**src/rtl/rds_pkg.sv**
```systemverilog
// Shared types for the read-data width splitter.
// Assumes nothing beyond the fixed two-bit response width.
package rds_pkg;
    localparam int RESP_W = 2;
    typedef logic [RESP_W-1:0] resp_t;
endpackage

```
**src/rtl/rds_hold.sv**
```systemverilog
// Holding stage: copies one accepted wide beat and its sideband fields.
// Keeps them until the final slice is taken downstream.
// Assumes load and drop are never high together. The top module gates drop.
module rds_hold
    import rds_pkg::*;
#(
    parameter int DW = 64,
    parameter int IW = 4
) (
    input  logic          clk,
    input  logic          rst_n,
    input  logic          load,
    input  logic          drop,
    input  logic [DW-1:0] in_data,
    input  logic [IW-1:0] in_id,
    input  resp_t         in_resp,
    input  logic          in_last,
    output logic          full,
    output logic [DW-1:0] h_data,
    output logic [IW-1:0] h_id,
    output resp_t         h_resp,
    output logic          h_last
);
    // Capture on load; empty on reset or when the final slice leaves.
    always_ff @(posedge clk) begin
        if (!rst_n) begin
            full   <= 1'b0;
            h_data <= '0;
            h_id   <= '0;
            h_resp <= '0;
            h_last <= 1'b0;
        end else if (load) begin
            full   <= 1'b1;
            h_data <= in_data;
            h_id   <= in_id;
            h_resp <= in_resp;
            h_last <= in_last;
        end else if (drop) begin
            full   <= 1'b0;
        end
    end

    // the stage is empty in the cycle after reset.
    a_r1_empty_after_reset: assert property (@(posedge clk) !rst_n |=> !full);
    // held contents change only on a new load.
    a_r6_hold_stable: assert property (@(posedge clk) disable iff (!rst_n)
        !load |=> $stable(h_data) && $stable(h_id) && $stable(h_resp) && $stable(h_last));
endmodule

```
**src/rtl/rds_slice_ctr.sv**
```systemverilog
// Slice position counter: points at the next narrow slice to send.
// Assumes RATIO is a power of two and at least 2.
module rds_slice_ctr #(
    parameter int RATIO = 2,
    parameter int IDX_W = 1
) (
    input  logic             clk,
    input  logic             rst_n,
    input  logic             load,
    input  logic             adv,
    output logic [IDX_W-1:0] idx,
    output logic             at_final
);
    localparam logic [IDX_W-1:0] LAST_IDX = IDX_W'(RATIO - 1);

    // Flags the final slice of the held beat.
    always_comb at_final = (idx == LAST_IDX);

    // Restart on load, step on a downstream handshake, wrap after the final slice.
    always_ff @(posedge clk) begin
        if (!rst_n) begin
            idx <= '0;
        end else if (load) begin
            idx <= '0;
        end else if (adv) begin
            idx <= at_final ? '0 : idx + 1'b1;
        end
    end

    // the position holds unless a handshake or a load occurs.
    a_r9_idx_moves_on_handshake: assert property (@(posedge clk) disable iff (!rst_n)
        !(load || adv) |=> $stable(idx));
endmodule

```
**src/rtl/rds_slice_sel.sv**
```systemverilog
// Slice selector: picks one narrow slice of the held wide word.
// The least significant slice has index 0.
// Assumes WW is an exact multiple of NW.
module rds_slice_sel #(
    parameter int WW    = 64,
    parameter int NW    = 32,
    parameter int RATIO = 2,
    parameter int IDX_W = 1
) (
    input  logic [WW-1:0]    wide,
    input  logic [IDX_W-1:0] idx,
    output logic [NW-1:0]    slice
);
    logic [NW-1:0] parts [RATIO];

    // Split the wide word into its narrow parts.
    for (genvar g = 0; g < RATIO; g++) begin : g_part
        assign parts[g] = wide[g*NW +: NW];
    end

    // Route the indexed part to the output.
    always_comb slice = parts[idx];
endmodule

```
**src/rtl/rds_top.sv**
```systemverilog
// Read-data width splitter top.
// Takes one wide beat into the holding stage and sends it out as RATIO narrow beats.
// Assumes WIDE_W / NARROW_W is a power of two and at least 2.
module rds_top
    import rds_pkg::*;
#(
    parameter int WIDE_W   = 64,
    parameter int NARROW_W = 32,
    parameter int ID_W     = 4
) (
    input  logic                clk,
    input  logic                rst_n,
    input  logic                s_valid,
    output logic                s_ready,
    input  logic [WIDE_W-1:0]   s_data,
    input  logic [ID_W-1:0]     s_id,
    input  logic [1:0]          s_resp,
    input  logic                s_last,
    output logic                m_valid,
    input  logic                m_ready,
    output logic [NARROW_W-1:0] m_data,
    output logic [ID_W-1:0]     m_id,
    output logic [1:0]          m_resp,
    output logic                m_last
);
    localparam int RATIO = WIDE_W / NARROW_W;
    localparam int IDX_W = (RATIO > 1) ? $clog2(RATIO) : 1;

    logic             full, h_last, at_final, load, m_hs, drop;
    logic [WIDE_W-1:0] h_data;
    logic [ID_W-1:0]  h_id;
    resp_t            h_resp;
    logic [IDX_W-1:0] idx;

    // Handshake decode and upstream ready.
    always_comb begin
        m_hs    = full && m_ready;
        s_ready = !full || (m_ready && at_final);
        load    = s_valid && s_ready;
        drop    = m_hs && at_final && !load;
    end

    rds_hold #(.DW(WIDE_W), .IW(ID_W)) u_hold (
        .clk(clk), .rst_n(rst_n), .load(load), .drop(drop),
        .in_data(s_data), .in_id(s_id), .in_resp(resp_t'(s_resp)), .in_last(s_last),
        .full(full), .h_data(h_data), .h_id(h_id), .h_resp(h_resp), .h_last(h_last)
    );

    rds_slice_ctr #(.RATIO(RATIO), .IDX_W(IDX_W)) u_ctr (
        .clk(clk), .rst_n(rst_n), .load(load), .adv(m_hs),
        .idx(idx), .at_final(at_final)
    );

    rds_slice_sel #(.WW(WIDE_W), .NW(NARROW_W), .RATIO(RATIO), .IDX_W(IDX_W)) u_sel (
        .wide(h_data), .idx(idx), .slice(m_data)
    );

    // Narrow-side sideband fields come from the held copy.
    always_comb begin
        m_valid = full;
        m_id    = h_id;
        m_resp  = h_resp;
        m_last  = h_last && at_final && full;
    end

    // a stalled narrow beat stays unchanged.
    a_r8_stall_stable: assert property (@(posedge clk) disable iff (!rst_n)
        m_valid && !m_ready |=> m_valid && $stable(m_data) && $stable(m_id)
                                && $stable(m_resp) && $stable(m_last));
    // upstream ready only when empty or the final slice is leaving.
    a_r7_ready_rule: assert property (@(posedge clk) disable iff (!rst_n)
        s_ready |-> !m_valid || (m_ready && at_final));
    // the last marker only with a valid final slice.
    a_r5_last_on_final: assert property (@(posedge clk) disable iff (!rst_n)
        m_last |-> m_valid && at_final);
    // a final-slice handshake with a new wide beat keeps output valid.
    a_r7_no_bubble: assert property (@(posedge clk) disable iff (!rst_n)
        m_valid && m_ready && at_final && s_valid |=> m_valid && idx == '0);
endmodule

```
**config.mk**
```make
export PLATFORM = sky130hd
export DESIGN_NAME = rds_top
export DESIGN_NICKNAME = d
export VERILOG_FILES = /design/src/rtl/rds_pkg.sv /design/src/rtl/rds_hold.sv /design/src/rtl/rds_slice_ctr.sv /design/src/rtl/rds_slice_sel.sv /design/src/rtl/rds_top.sv
export SDC_FILE = /design/constraint.sdc
export NUM_CORES = 1
export LEC_CHECK = 0
export ABC_AREA = 1
export CORE_MARGIN = 2
export CORE_UTILIZATION = 53
export CTS_BUF_LIST = sky130_fd_sc_hd__clkbuf_8
export CTS_CLUSTER_SIZE = 30
export DETAILED_ROUTE_END_ITERATION = 8
export PLACE_DENSITY = 0.89
export SLEW_MARGIN = 20
export SYNTH_ARGS = -nofsm -noshare
export SYNTH_HDL_FRONTEND = slang
export SYNTH_SLANG_ARGS = --single-unit
```
**constraint.sdc**
```tcl
create_clock -name clk -period 3.5 [get_ports clk]
set_clock_uncertainty 0.15 [all_clocks]
set_input_delay 0.7 -clock clk [delete_from_list [all_inputs] [get_ports clk]]
set_output_delay 0.7 -clock clk [all_outputs]
set_load 0.01 [all_outputs]
```
[Word level (Yosys, flattened, before mapping)]
Cells that the tools add are included.
Storage, ports and cells
  register bits: 73
Cells by class
  magnitude comparators: 1
  mux-type cells: 6
  bitwise gates (word level): 2
  reduce and logical (&&, ||, !) cells: 12
  add/sub/neg operators: 1
Operators by type and width (count)
  $mux W32: 3
  $logic_and A1 B1 Y1: 7
  $mux W1: 3
  $ge A2 B2 Y1 const B: 1
  $logic_not A1 Y1: 2
  $not A1 Y2: 1
  $reduce_bool A2 Y1: 1
  $reduce_or A2 Y1: 1
  $add A1 B1 Y1 const B: 1
  $logic_or A1 B1 Y1: 1
  $not A1 Y1: 1

[Longest topological paths before layout]
Gate-level depths: netlist of the first run.
  depth after elaboration: 7
  depth in mapped cells: 7
  gate-level depth less buffers: 5

[By module]
From an unflattened synthesis of the first run, not the netlist that was laid out.
Unflattened totals
  cell total of the unflattened synthesis: 436
  area total of the unflattened synthesis: 3086.7 sq um
Modules (own cells, without submodules)
  rds_hold: cells each 313, instances 1, area an instance 2496.1 sq um
  rds_slice_sel: cells each 104, instances 1, area an instance 491.7 sq um
  rds_slice_ctr: cells each 10, instances 1, area an instance 60.1 sq um
  rds_top: cells each 9, instances 1, area an instance 38.8 sq um

[Worst setup path after synthesis of the first run]
Ideal clock, no wire load.
  kind: input to output
  start point: in m_ready
  end point: out s_ready
  cell stages on the path: 3
  slack: 1.610 ns
  data arrival time: 1.040 ns
  path through: nand2_2 -> nand2_4 -> buf_2
On the way
  longest elaborated chain between the ends: 2
Ends and longest elaborated chain
  start: declaration: line rds_top.sv:20  | input logic m_ready,
  $logic_and A1 B1 Y1: line rds_top.sv:38  | s_ready = !full || (m_ready && at_final);
  $logic_or A1 B1 Y1: line rds_top.sv:38
  end: declaration: line rds_top.sv:14  | output logic s_ready,
No other way between the ends.

[Worst setup path after layout of the first run]
  start point: reg u_ctr.idx (netlist: u_ctr.at_final)
  end point: out m_last
On the way
  longest elaborated chain between the ends: 2
Ends and longest elaborated chain
  start: declaration: line rds_slice_ctr.sv:11  | output logic [IDX_W-1:0] idx,
  start signal: assignment: line rds_slice_ctr.sv:26  | idx <= at_final ? '0 : idx + 1'b1;
  $logic_and A1 B1 Y1 (2 in series): line rds_top.sv:63  | m_last = h_last && at_final && full;
  end: declaration: line rds_top.sv:24  | output logic m_last
No other way between the ends.

==> results of run 1 <==
[cell type report]
class                   instances  area share [%]
clock inverters                 6            2.95
inverters                      74            5.32
well taps                      99            2.37
repair buffers                121            23.3
clock buffers                  10            2.64
flip-flops and latches         73            28.0
multi-input cells             389            35.4
[logic make-up after synthesis]
group	Yosys count	share of synthesized area, %
compound gates	74	14.4
buf+inv	120	14.5
flops	73	37.8
simple gates	315	33.2
[per-stage QoR]
step           area, sq um  worst slack [ns]
2_1_floorplan         3860              1.61
3_3_place_gp          4930             0.734
3_5_place_dp          4930             0.727
4_1_cts               5220             0.589
5_1_grt               5220             0.492
6_report              5220             0.606
[tightest hold or removal path: stages, from the launching register on]
cell	delay [ns]
dfxtp_1	0.33
a21oi_1	0.04
nor2_1	0.08
[sequential cells by signal (all words and copies together) (netlist names)]
register        flops
u_hold.h_data      64
u_hold.h_id         4
u_hold.h_resp       2
u_ctr.at_final      1
u_hold.full         1
u_hold.h_last       1
[cells in the final DEF, fill, tap and decap left out, drive strengths merged]
cell type      netlist  routed
buf                 31       8
bufinv               0       5
o21ai                1       1
nor2                72      72
and2                 1       1
clkdlybuf4s50        0     113
nand2              171     171
nand3               71      71
clkinv               1       1
inv                 73      74
clkbuf              15      10
dfxtp               73      73
a21oi               73      73
[worst min-delay path by stage]
stage	startpoint	to	slack [ns]
after floorplan	u_hold.h_data[45]	u_hold.h_data[45]	0.30
after global placement	u_hold.h_data[53]	u_hold.h_data[53]	0.31
after detailed placement	u_hold.h_data[40]	u_hold.h_data[40]	0.32
after CTS	u_hold.h_data[40]	u_hold.h_data[40]	0.34
after global routing	u_hold.h_data[57]	u_hold.h_data[57]	0.35
final	u_hold.h_data[40]	u_hold.h_data[40]	0.34
[routing by layer]
layer,global-route usage (%),part of all wire (%),wire [um]
met1,27.4,45,4060
met2,39.3,49,4440
met3,3.23,5.3,482
met4,8.82,1.5,141
met5,0,0,0
[report_power, final]
| part | total [W] | internal, W | leakage [nW] | switching (W) |
|---|---|---|---|---|
| logic | 0.000480 | 0.000246 | 1.75 | 0.000234 |
| registers | 0.000942 | 0.000899 | 0.605 | 0.0000436 |
| clock network | 0.000934 | 0.000635 | 0.148 | 0.000299 |
| total | 0.00236 | 0.00178 | 2.50 | 0.000577 |
==> impl_results.md, run 1 <==
* H-tree Lvls at 3
* Initial Util at a little over half
* Lkg Pwr at ~2.5 nW
* Crit path from: u_ctr.at_final
* Hold path cells at 2
* Async set or reset register ratio after synthesis at 0%
* Crit. End Element: output port
* CTS root buf: clkbuf_8
* First-pass GRT wire length at 14200 um
* Routed wire length at 9130 um
* Clk slew on worst S/H paths at 0.08 ns
* Vias/cell at just under 5
* Vias in the first global route at 3285
* Sequential cell area at 1460 sq um
* Period utilisation layout at between 80 and 90%
* Synth-to-Final Area Change at 35.1%
* N_diodes at 0
* Worst r2r src: u_ctr.at_final
* Placer Congestion at approximately 0.77
* Core Region at roughly 7100 sq um
* Count leader, synth: nand2_1
* CTS hold repair buffers at 0
* Peak supply drop at roughly 0.27 mV
* Max incr delay on CP at approximately 0.54 ns
* I/O pins at 116
* Synthesized cell area at 3860 sq um
* Flop2flop setup slack at around 1.4 ns
* DIE WIDTH at a little under 90 um
* Distinct cells, synth at 17
* CTS tree: done
* Crit path cell chain: clkinv_1, buf_4, nor2_1, clkdlybuf4s50_1
* Final setup TNS at 0 ns
* R2r endpoint: u_hold.h_last
* Syn nets at 657
* DRT iter0 DRCs at roughly 230
* Die height at just under 90 um
* Endpoints failing hold at 0
* Fill count at between 500 and 600
* Die area at ~8000 sq um
* Post-CTS sizing at 0
* Rows at 31
* Layout cells sized above 1 at between 10% and 20%
* Crit path depth at 4
* Worst hold margin at ~0.34 ns
* Synth Register Bits at 73
* GRT Overall Usage at about 22%
* Total CTS buffers at 9
* R2R cell count at 7
* Top cell type's share of synthesized area at approximately 38%
* Ys Warns at 0
* WS Path Type: register to output port
* GRT Residual Overflow at 0
* Worst min path class: register to register
* Max Slew Vio Count at 0
* Finished Core Util at between 70% and 80%
* Clock latency on the worst-skew pair at between 0.3 and 0.4 ns
* Fmax at 346 MHz
* Routed Antenna Nets at 0
* Pwr/cell area at about 450 nW/um^2
* Clock Sink Count at 73
* Area of the multi-input gates at approximately 1900 sq um
* Synth area leaders: dfxtp_1 38%, nand2_1 16%, a21oi_2 11%
* Synth Area per Inst at 6.64 sq um
* 1st-pass router iterations at 4
* # DRC at 0
* Initial antenna violation count at 0
* Max-Cap Viols at 0
* Slowest-stage cell, CP: clkdlybuf4s50_1
* Crit path DAT at between 2 and 2.5 ns
* RSZ-0062 raised after global routing: no
* CP Launch Type: register
* Buf+Inv Stages, Crit Path at 3
* # port buffers at ~120
* Biggest area consumer among synthesized cells: dfxtp_1
* Largest net degree at the start of global routing at about 150
* Slew headroom at between 40% and 50%
* Worst-margin pin slew at about 0.8 ns
* Most used DFF post-synth: dfxtp_1
* Sequential fraction of the synthesis area at approximately 38%
* Final HPWL DP at 5940 um
* # nets final at about 740
* List of most frequent post-synthesis cells: 169 x nand2_1, 73 x dfxtp_1, 73 x inv_1, 72 x nor2_1, 71 x nand3_1
* Total number of vias at ~3800
* Worst-path maximum fanout at 22
* Status: complete, no violations
* Cells after synthesis at around 580
* CTS Buffer Depth at 2
* Delay-heaviest family, CP: buffers and inverters
* Number of flops mapped to enable cells by yosys at 0
* Fin cells at ~770
* Final Setup Violations at 0
* Crit path to: m_last
* Critical Path RT at ~2.7 ns
* Post-CTS Setup Repair Bufs at 0
* Fin crit period at ~2.9 ns
* Placed cells at 756
* Total power draw at approximately 0.0024 W
* Wirelength per Cell at 11.8 um
(Power assumes the default switching activity.)
==> inputs of run 2 (changes only) <==
- CORE_UTILIZATION: 53 -> 44
- PLACE_DENSITY: 0.89 -> 0.79
- clock period: 3.5 -> 2.45 ns (I/O delays scaled with it)
==> impl_results.md, run 2 (synthesis results as in run 1) <==
* Status: complete, no violations
* CP Launch Type: register
* Final setup TNS at 0 ns (unchanged)
* Lkg Pwr at 2.51 nW (+0.43%)
* Clock Sink Count at 73 (unchanged)
* N_diodes at 0 (unchanged)
* # DRC at 0 (unchanged)
* Peak supply drop at 0.360 mV (+34%)
* RSZ-0062 raised after global routing: no
* Worst hold margin at 0.337 ns (+0.00182 ns)
* Max FFs per register at 64 (unchanged)
* Worst r2r src: u_ctr.at_final
* Placer Congestion at 0.802 (+4.7%)
* Initial Util at 44.8% (-9.4 points)
* Total CTS buffers at 9 (unchanged)
* # port buffers at 115 (unchanged)
* Min-delay src: u_hold.h_data[41]
* Crit path DAT at 1.70 ns (-0.34 ns)
* Endpoints failing hold at 0 (unchanged)
* Internal at 0.00234 W (+32%)
* Share of power burned in registers at 42.4% (+2.4 points)
* Sw frac at 26.3% (+1.8 points)
* Largest net degree at the start of global routing at 145 (unchanged)
* Period utilisation layout at between 90% and 100%
* R2r endpoint: u_hold.h_data[59]
* Flop2flop setup slack at 0.48 ns (-0.93 ns)
* # nets final at 748 (+0.67%)
* Net Switching at 0.000835 W (+45%)
* Hold Path End: u_hold.h_data[41]
* Wirelength per Cell at 11.4 um (-3.6%)
* Combinational group share of total power at 21.8% (+1.4 points)
* Largest registers: u_hold.h_data (64), u_hold.h_id (4), u_hold.h_resp (2)
* Routed wire length at 8960 um (-1.9%)
* GRT Overall Usage at 18.9% (-3.4 points)
* Final HPWL DP at 6040 um (+1.6%)
* GRT Residual Overflow at 0 (unchanged)
* Fmax at roughly 430 MHz
* Hold path cells at 2 (unchanged)
* Fin crit period at between 2 and 2.5 ns
* I/O pins at 116 (unchanged)
* R2R cell count at 7 (unchanged)
* Max-Cap Viols at 0 (unchanged)
* First-pass GRT wire length at 15400 um (+8.4%)
* Routed Antenna Nets at 0 (unchanged)
* Commonest non-fill, non-tap cell in the layout: nand2_1
* CTS hold repair buffers at 0 (unchanged)
* Clk slew on worst S/H paths at 0.07 ns (about the same)
* Fill count at 811 (+47%)
* Worst-margin pin slew at 0.678 ns (-0.125 ns)
* Slew headroom at 54.8% (+8.3 points)
* Total number of vias at 3778 (-0.18%)
* Synth-to-Final Area Change at 35.9%
* Max Slew Vio Count at 0 (unchanged)
* Most flops, register: u_hold.h_data
* CTS tree: done
* 1st-pass router iterations at 4 (unchanged)
* Finished Core Util at 60.8% (-12 points)
* Final Setup Violations at 0 (unchanged)
* Initial antenna violation count at 0 (unchanged)
* Pwr/cell area at 605 nW/um^2 (+34%)
* Layout cells sized above 1 at 11.8% (+0.66 points)
* Clock Power Share at 35.8% (-3.8 points)
* Vias in the first global route at 3704 (+13%)
* Post-CTS Setup Repair Bufs at 0 (unchanged)
* Worst min path class: register to register
* Worst-path maximum fanout at 19 (-14%)
* Most frequent cells in the layout: 169 x nand2_1, 113 x clkdlybuf4s50_1, 74 x inv_1
* CTS root buf: clkbuf_8
* Rows at 34 (+9.7%)
* Vias/cell at 4.81 (-2.0%)
* WS Path Type: register to output port
* Die area at 9550 sq um (+19%)
* DIE WIDTH at 97.7 um (+9.3%)
* H-tree Lvls at 3 (unchanged)
* Core Region at 8640 sq um (+21%)
* CTS Buffer Depth at 2 (unchanged)
* Die height at 97.7 um (+9.3%)
* Crit. End Element: output port
* DRT iter0 DRCs at 71 (-70%)
* Critical Path RT at 1.81 ns (-0.84 ns)
* Clock latency on the worst-skew pair at 0.33 ns (about the same)
run 2: cell types whose count changed in the layout (fill, tap and decap cells not counted):
cell and change:
buf_12 +2, buf_4 +2, bufinv_16 -2, buf_6 +1, clkinv_2 +1, clkinvlp_4 +1
run 2: critical path, stage by stage, from the launching register on:
cell and delay (ns):
dfxtp_1 0.36, buf_4 0.27, nand2_2 0.13, nand2_8 0.08
clkdlybuf4s50_1 0.53
run 2: through the flow:
| stage | power, W | instances | instance area, sq um | worst slack (ns) |
|---|---|---|---|---|
| 2_1_floorplan | 0.00178 | 582 | 3860 | 0.859 |
| 3_3_place_gp | 0.00205 | 770 | 5000 | 0.116 |
| 3_5_place_dp | 0.00207 | 770 | 5000 | 0.121 |
| 4_1_cts | 0.00321 | 786 | 5250 | 0.0465 |
| 5_1_grt | 0.00334 | 786 | 5250 | 0.0195 |
| 6_report | 0.00318 | 786 | 5250 | 0.112 |
run 2: area by class of cell:
| cell class | instances | area, sq um | area share, % |
|---|---|---|---|
| multi-input combinational | 389 | 1850 | 35.2 |
| sequential | 73 | 1460 | 27.8 |
| timing repair buffer | 126 | 1280 | 24.4 |
| inverter | 74 | 278 | 5.29 |
| clock buffer | 10 | 138 | 2.62 |
| tap | 108 | 135 | 2.57 |
| clock inverter | 6 | 106 | 2.02 |
run 2: what timing repair did:
action                                 in CTS  in global routing
resized for setup                           0                  1
setup endpoints to repair                   0                 16
endpoints found under the hold margin       0                  0
run 2: worst max path at each step:
stage,end,cells past startpoint,slack (ns),startpoint
after floorplan,m_data[10],5,0.86,u_ctr.at_final
after global placement,s_ready,4,0.12,m_ready
after detailed placement,s_ready,4,0.12,m_ready
after CTS,m_data[22],5,0.05,u_ctr.at_final
after global routing,m_last,4,0.02,u_ctr.at_final
final,s_ready,4,0.11,u_ctr.at_final
run 2: routing by layer:
metal  GRT usage [%]  vias up  part of all wire, %
met3            3.38       11                  4.3
met2            36.3       86                   50
met1            21.0     1717                   45
met5               0        -                    0
li1                -     1964                    -
met4            6.20        0                  1.3
run 2: power groups by stage:
stage	Sequential (W)	Clock (W)	Combinational, W
global placement	0.00137	0	0.000683
finish	0.00135	0.00114	0.000694
global route	0.00136	0.00122	0.000769
CTS	0.00135	0.00116	0.000700
floorplan	0.00136	0	0.000417
detailed placement	0.00137	0	0.000696
